==> src/rtl/can_warn_pkg.sv <==
package can_warn_pkg;
  localparam int NCH       = 2;
  localparam int LVL_BASE  = 0;
  localparam int FLAG_BASE = 2;

  typedef enum logic [0:0] {
    CH_TX = 1'b0,
    CH_RX = 1'b1
  } warn_ch_e;
endpackage

==> src/rtl/warn_detect.sv <==
module warn_detect #(
  parameter int CNT_W    = 8,
  parameter int WARN_LIM = 96
) (
  input  logic             clk_i,
  input  logic             rst_ni,
  input  logic [CNT_W-1:0] cnt_i,
  output logic             lvl_o,
  output logic             rise_o
);
  localparam logic [CNT_W-1:0] LIM_C = CNT_W'(WARN_LIM);

  logic above;
  logic lvl_q;

  assign above = (cnt_i >= LIM_C);

  always_ff @(posedge clk_i or negedge rst_ni) begin
    if (!rst_ni) lvl_q <= 1'b0;
    else         lvl_q <= above;
  end

  // rising transition: above now, registered level still low
  assign rise_o = above & ~lvl_q;
  assign lvl_o  = lvl_q;
endmodule

==> src/rtl/w1c_flag.sv <==
module w1c_flag (
  input  logic clk_i,
  input  logic rst_ni,
  input  logic set_i,
  input  logic clr_i,
  output logic flag_o,
  output logic flag_d_o
);
  logic flag_q;

  // set has priority over a same-cycle clear
  assign flag_d_o = set_i | (flag_q & ~clr_i);

  always_ff @(posedge clk_i or negedge rst_ni) begin
    if (!rst_ni) flag_q <= 1'b0;
    else         flag_q <= flag_d_o;
  end

  assign flag_o = flag_q;
endmodule

==> src/rtl/warn_irq.sv <==
module warn_irq #(
  parameter int N = 2
) (
  input  logic         clk_i,
  input  logic         rst_ni,
  input  logic [N-1:0] flag_d_i,
  input  logic [N-1:0] msk_i,
  output logic         irq_o
);
  logic irq_q;

  always_ff @(posedge clk_i or negedge rst_ni) begin
    if (!rst_ni) irq_q <= 1'b0;
    else         irq_q <= |(flag_d_i & msk_i);
  end

  assign irq_o = irq_q;
endmodule

==> src/rtl/can_warn_regs.sv <==
module can_warn_regs
  import can_warn_pkg::*;
#(
  parameter int CNT_W    = 8,
  parameter int WARN_LIM = 96,
  parameter int STAT_W   = 8
) (
  input  logic              clk_i,
  input  logic              rst_ni,
  input  logic [CNT_W-1:0]  tx_cnt_i,
  input  logic [CNT_W-1:0]  rx_cnt_i,
  input  logic              warn_en_i,
  input  logic              tx_msk_i,
  input  logic              rx_msk_i,
  input  logic              wr_en_i,
  input  logic [STAT_W-1:0] wr_data_i,
  output logic [STAT_W-1:0] stat_o,
  output logic              irq_o
);
  localparam int USED_W = FLAG_BASE + NCH;

  logic [CNT_W-1:0] cnt [NCH];
  logic [NCH-1:0]   msk;
  logic [NCH-1:0]   lvl;
  logic [NCH-1:0]   rise;
  logic [NCH-1:0]   flag;
  logic [NCH-1:0]   flag_d;
  logic             unused_wr;

  assign cnt[CH_TX] = tx_cnt_i;
  assign cnt[CH_RX] = rx_cnt_i;
  assign msk[CH_TX] = tx_msk_i;
  assign msk[CH_RX] = rx_msk_i;
  assign unused_wr  = ^wr_data_i;

  for (genvar ch = 0; ch < NCH; ch++) begin : g_ch
    warn_detect #(
      .CNT_W    (CNT_W),
      .WARN_LIM (WARN_LIM)
    ) u_det (
      .clk_i  (clk_i),
      .rst_ni (rst_ni),
      .cnt_i  (cnt[ch]),
      .lvl_o  (lvl[ch]),
      .rise_o (rise[ch])
    );

    w1c_flag u_flag (
      .clk_i    (clk_i),
      .rst_ni   (rst_ni),
      .set_i    (rise[ch] & warn_en_i),
      .clr_i    (wr_en_i & wr_data_i[FLAG_BASE+ch]),
      .flag_o   (flag[ch]),
      .flag_d_o (flag_d[ch])
    );
  end

  warn_irq #(.N(NCH)) u_irq (
    .clk_i    (clk_i),
    .rst_ni   (rst_ni),
    .flag_d_i (flag_d),
    .msk_i    (msk),
    .irq_o    (irq_o)
  );

  always_comb begin
    stat_o = '0;
    stat_o[LVL_BASE  +: NCH] = lvl;
    stat_o[FLAG_BASE +: NCH] = flag;
  end

  if (USED_W > STAT_W) begin : g_bad_cfg
    initial $error("status word too narrow");
  end
endmodule

==> config.mk <==
export PLATFORM = sky130hd
export DESIGN_NAME = can_warn_regs
export DESIGN_NICKNAME = d
export VERILOG_FILES = /design/src/rtl/can_warn_pkg.sv /design/src/rtl/warn_detect.sv /design/src/rtl/w1c_flag.sv /design/src/rtl/warn_irq.sv /design/src/rtl/can_warn_regs.sv
export SDC_FILE = /design/constraint.sdc
export NUM_CORES = 1
export LEC_CHECK = 0
export ABC_AREA = 1
export BUFFER_PORTS_ARGS = -buffer_cell sky130_fd_sc_hd__buf_2
export CAP_MARGIN = 20
export CELL_PAD_IN_SITES_DETAIL_PLACEMENT = 1
export CELL_PAD_IN_SITES_GLOBAL_PLACEMENT = 1
export CORE_MARGIN = 2
export CORE_UTILIZATION = 17
export DETAILED_ROUTE_END_ITERATION = 8
export PLACE_DENSITY = 0.77
export SYNTH_ARGS = -nofsm -noshare
export SYNTH_HDL_FRONTEND = slang
export SYNTH_SLANG_ARGS = --single-unit
export TNS_END_PERCENT = 50
==> constraint.sdc <==
create_clock -name clk_i -period 1.3 [get_ports clk_i]
set_input_delay 0.26 -clock clk_i [delete_from_list [all_inputs] [get_ports clk_i]]
set_output_delay 0.26 -clock clk_i [all_outputs]
set_load 0.05 [all_outputs]
Yosys cells after proc, flatten, opt, wreduce, memory -nomap -nowiden --
Index checks and enable logic that the tools add are counted.
Storage, ports and cells: logic and storage cells 23, bits of input ports 30, register bits after elaboration 5
Cells by class: magnitude comparators 2, reductions and logical operators 1, bitwise logic cells 15
Operators with widths (number):
- 8-bit by 7-bit greater-or-equal comparator with 1-bit output, second input constant | 2
- 1-bit bitwise AND | 8
- 1-bit NOT | 4
- 2-bit bitwise AND | 1
- 1-bit bitwise OR | 2
- 2-bit OR reduction | 1

Longest topological paths before layout --
word-level depth 6, depth in mapped cells 6, gate-level depth less buffers 6

Cells and area by module --
A second synthesis with hierarchy kept.
Second synthesis, totals: cells, all modules 37, area total of the unflattened synthesis 270.3 um^2
By module, submodules not included:
- warn_detect | times used 2, cells each 5, area each 45.0 um^2, sequential area each 25.0 um^2
- w1c_flag | times used 2, cells each 5, area each 40.0 um^2, sequential area each 25.0 um^2
- can_warn_regs | times used 1, cells each 13, area each 63.8 um^2, sequential area each 0.0 um^2
- warn_irq | times used 1, cells each 4, area each 36.3 um^2, sequential area each 25.0 um^2

Worst setup path after synthesis --
Ideal clock, no wire load.
path kind flip-flop to output port, start point register u_irq.irq_q (netlist: u_irq.irq_o), end point output port irq_o, arrival 0.586 ns, stages on the path, launching flop included 1, path slack 0.454 ns, cell sequence dfrtp_1
RTL lines:
- from (decl) | RTL line warn_irq.sv:10 | logic irq_q;
- from (signal assigned) | RTL line warn_irq.sv:14 | else irq_q <= |(flag_d_i & msk_i);
- to (decl) | RTL line can_warn_regs.sv:18 | output logic irq_o
No word-level cell between the ends.

Final worst setup path --
start point register g_ch[0].u_flag.flag_q, end point output port stat_o[2]
RTL lines:
- from (decl) | RTL line w1c_flag.sv:9 | logic flag_q;
- from (signal assigned) | RTL line w1c_flag.sv:16 | else flag_q <= flag_d_o;
- to (decl) | RTL line can_warn_regs.sv:17 | output logic [STAT_W-1:0] stat_o,
No word-level cell between the ends.

==> out/metrics.yaml <==
power:
  leakagePower_nw: 0.223
  pwr_density_cell_nw_per_um2: 1390
  p_total_mw: 0.515
  ir_drop_mv: 0.246
timing:
  fmax_mhz: 915
  rsz0062_at_grt: "no"
  hold_viol: 0
  drv_slew: 0
  period_share_pct: 84.0
  clock-skew-final_ps: 0.641
  setup_violations: 0
  hold_ws_ps: 221
  worst_slack_ps: 208
  fin_setup_tns_ps: 0
  fin_crit_ps: 1090
yosys:
  synth_area_leaders: "dfrtp_1 46%, buf_4 22%, nand2_1 15%"
  synth_cells: 34
  synth-edff-count: 0
  synthFlopType: "dfrtp_1"
  synth_compound_area_share_pct: 0
  synthArstFlopShare_pct: 100
  synthMuxAreaShare_pct: 0
  ys_seq_area_share_pct: 45.7
  synth_top_area_share_pct: 45.7
  synth.avg_cell_area_sq_um: 8.06
  yosysUniqueCellTypes: 7
  yosys.area_share.simple_pct: 26.9
  yosys_warnings: 0
  synth_top_cell_by_area: "dfrtp_1"
  synthXorXnorAreaFrac_pct: 0
  synth_top_family_by_area: "simple AND/OR/NAND/NOR gates"
  synth_fa_ha_area_share_pct: 0
  post-synth-top-count-cell: "nand2_1"
  syn_area_sq_um: 274
  ys_seq_elements: 5
  synth_commonest_cells: "11 x nand2_1, 8 x buf_4, 5 x dfrtp_1"
critical_path:
  end_kind: "primary output"
  path_delay_family: "flip-flops"
  path_buf_inv: 1
  cpMaxStageDelayCell: "dfrtp_1"
  start_kind: "flip-flop"
  cp_max_fo: 2
  arrival_ps: 830
  setup.worst_path.class: "flip-flop to primary output"
  required_ps: 1040
  cp_cell_sequence: "buf_2"
  critPathMaxStageDelay_ps: 330
route:
  first_iter_violations: 0
  antenna_left: 0
  wl_um: 573
  wl_per_cell_um: 8.43
  vias_per_cell: 3.54
  vias: 241
  post-route-drc-count: 0
  firstDrtPassIters: 1
global_routing:
  grt_max_degree: 6
  grt_pass1_wl_um: 924
  antenna_found_initial: 0
  track_usage_pct: 7.59
  gr-total-overflow: 0
  grt_pass1_vias: 238
floorplan:
  rows: 14
  coreArea_sq_um: 1510
  dieArea_sq_um: 1950
  die_h_um: 44.1
  dieWidth_um: 44.1
  initial_core_util_pct: 18.2
  pin_count: 39
placed_design:
  routabilityCongestion: 0.624
  place_area_sq_um: 335
  io_buffers: 18
  hpwl_um: 548
  post-place-ws_ps: 450
  dp.cells: 63
cells_and_area:
  post-route-util_pct: 24.7
  final_layout_size_suffix_gt1_share_pct: 48.1
  nets: 83
  final_area_sq_um: 372
  stdcell_count: 68
  diodes: 0
  syn_to_final_growth_pct: 35.6
clock_network:
  clkSlewWorstSetupHoldPaths_ps: 40
  tritoncts: "built"
  clock_sinks: 5
  cts_root_buffer: "clkbuf_4"
  clock_latency_ps: 240
  numCtsBuffers: 3
  clockBufferDepth: 2
  htreeDepth: 1
hold_path:
  hold_path.class: "input pin to flip-flop"
run:
  cap_viol_max_count: 0
run_status:
  status: "finished, final reports clean"
-- cell families (layout without fill, tap and decap cells) --
logic type | count (synthesis) | count (layout)
buffers and inverters | 11 | 26
other | 1 | 4
AND/OR/NAND/NOR | 17 | 17
flip-flops | 5 | 5
-- worst paths after layout --
kind / startpoint / endpoint / slack (ps) / depth (start not counted)
min in group asynchronous: rst_ni / g_ch[1].u_flag.flag_o / 360 / 2
worst min-delay path: rx_msk_i / u_irq.irq_o / 220 / 3
worst max-delay path: g_ch[0].u_flag.flag_o / stat_o[2] / 210 / 1
max in group asynchronous: rst_ni / g_ch[1].u_det.lvl_o / 810 / 2
worst min register to register: g_ch[1].u_flag.flag_o / g_ch[1].u_flag.flag_o / 500 / 2
worst max register to register: g_ch[0].u_det.lvl_o / u_irq.irq_o / 530 / 5
-- sequential cells by signal (all words and copies together) (netlist names) --
signal and cells:
g_ch.u_det.lvl_o 2, g_ch.u_flag.flag_o 2, u_irq.irq_o 1
-- what timing repair did --
item                                   4_1_cts  5_1_grt
endpoints found under the hold margin        5        0
gates resized for setup                      0        0
buffers inserted                             0        0
hold buffers                                 1        0
setup endpoints to repair                    0        0
-- final cells by class --
class                   count  area, sq um
fillers                   198         1130
inverters                   3         11.3
multi-input cells          21         88.8
repair buffers             19          100
flip-flops and latches      5          125
well taps                  16         20.0
clock buffers               4         26.3
-- where the power goes --
part	switching [mW]	leakage [nW]	internal (mW)	total, mW
clock	0.0597	0.0150	0.116	0.176
sequential	0.00642	0.0594	0.173	0.180
combinational	0.120	0.149	0.0392	0.160
-- per-layer routing --
metal  vias up  wire length [um]  GRT usage, %
met5         -                 0             0
met4         0                 0          9.09
met3         0                80          6.12
met2        12               302          9.41
met1       107               190          7.00
li1        122                 -             -
-- cells in the final DEF (no fill, tap or decap), drive strengths merged --
cell type | Yosys | final
dlygate4sd3 | 0 | 1
nand2 | 15 | 15
nor2 | 2 | 2
clkbuf | 0 | 4
inv | 3 | 3
dfrtp | 5 | 5
buf | 8 | 18
conb | 1 | 4
(Power assumes the default switching activity.)
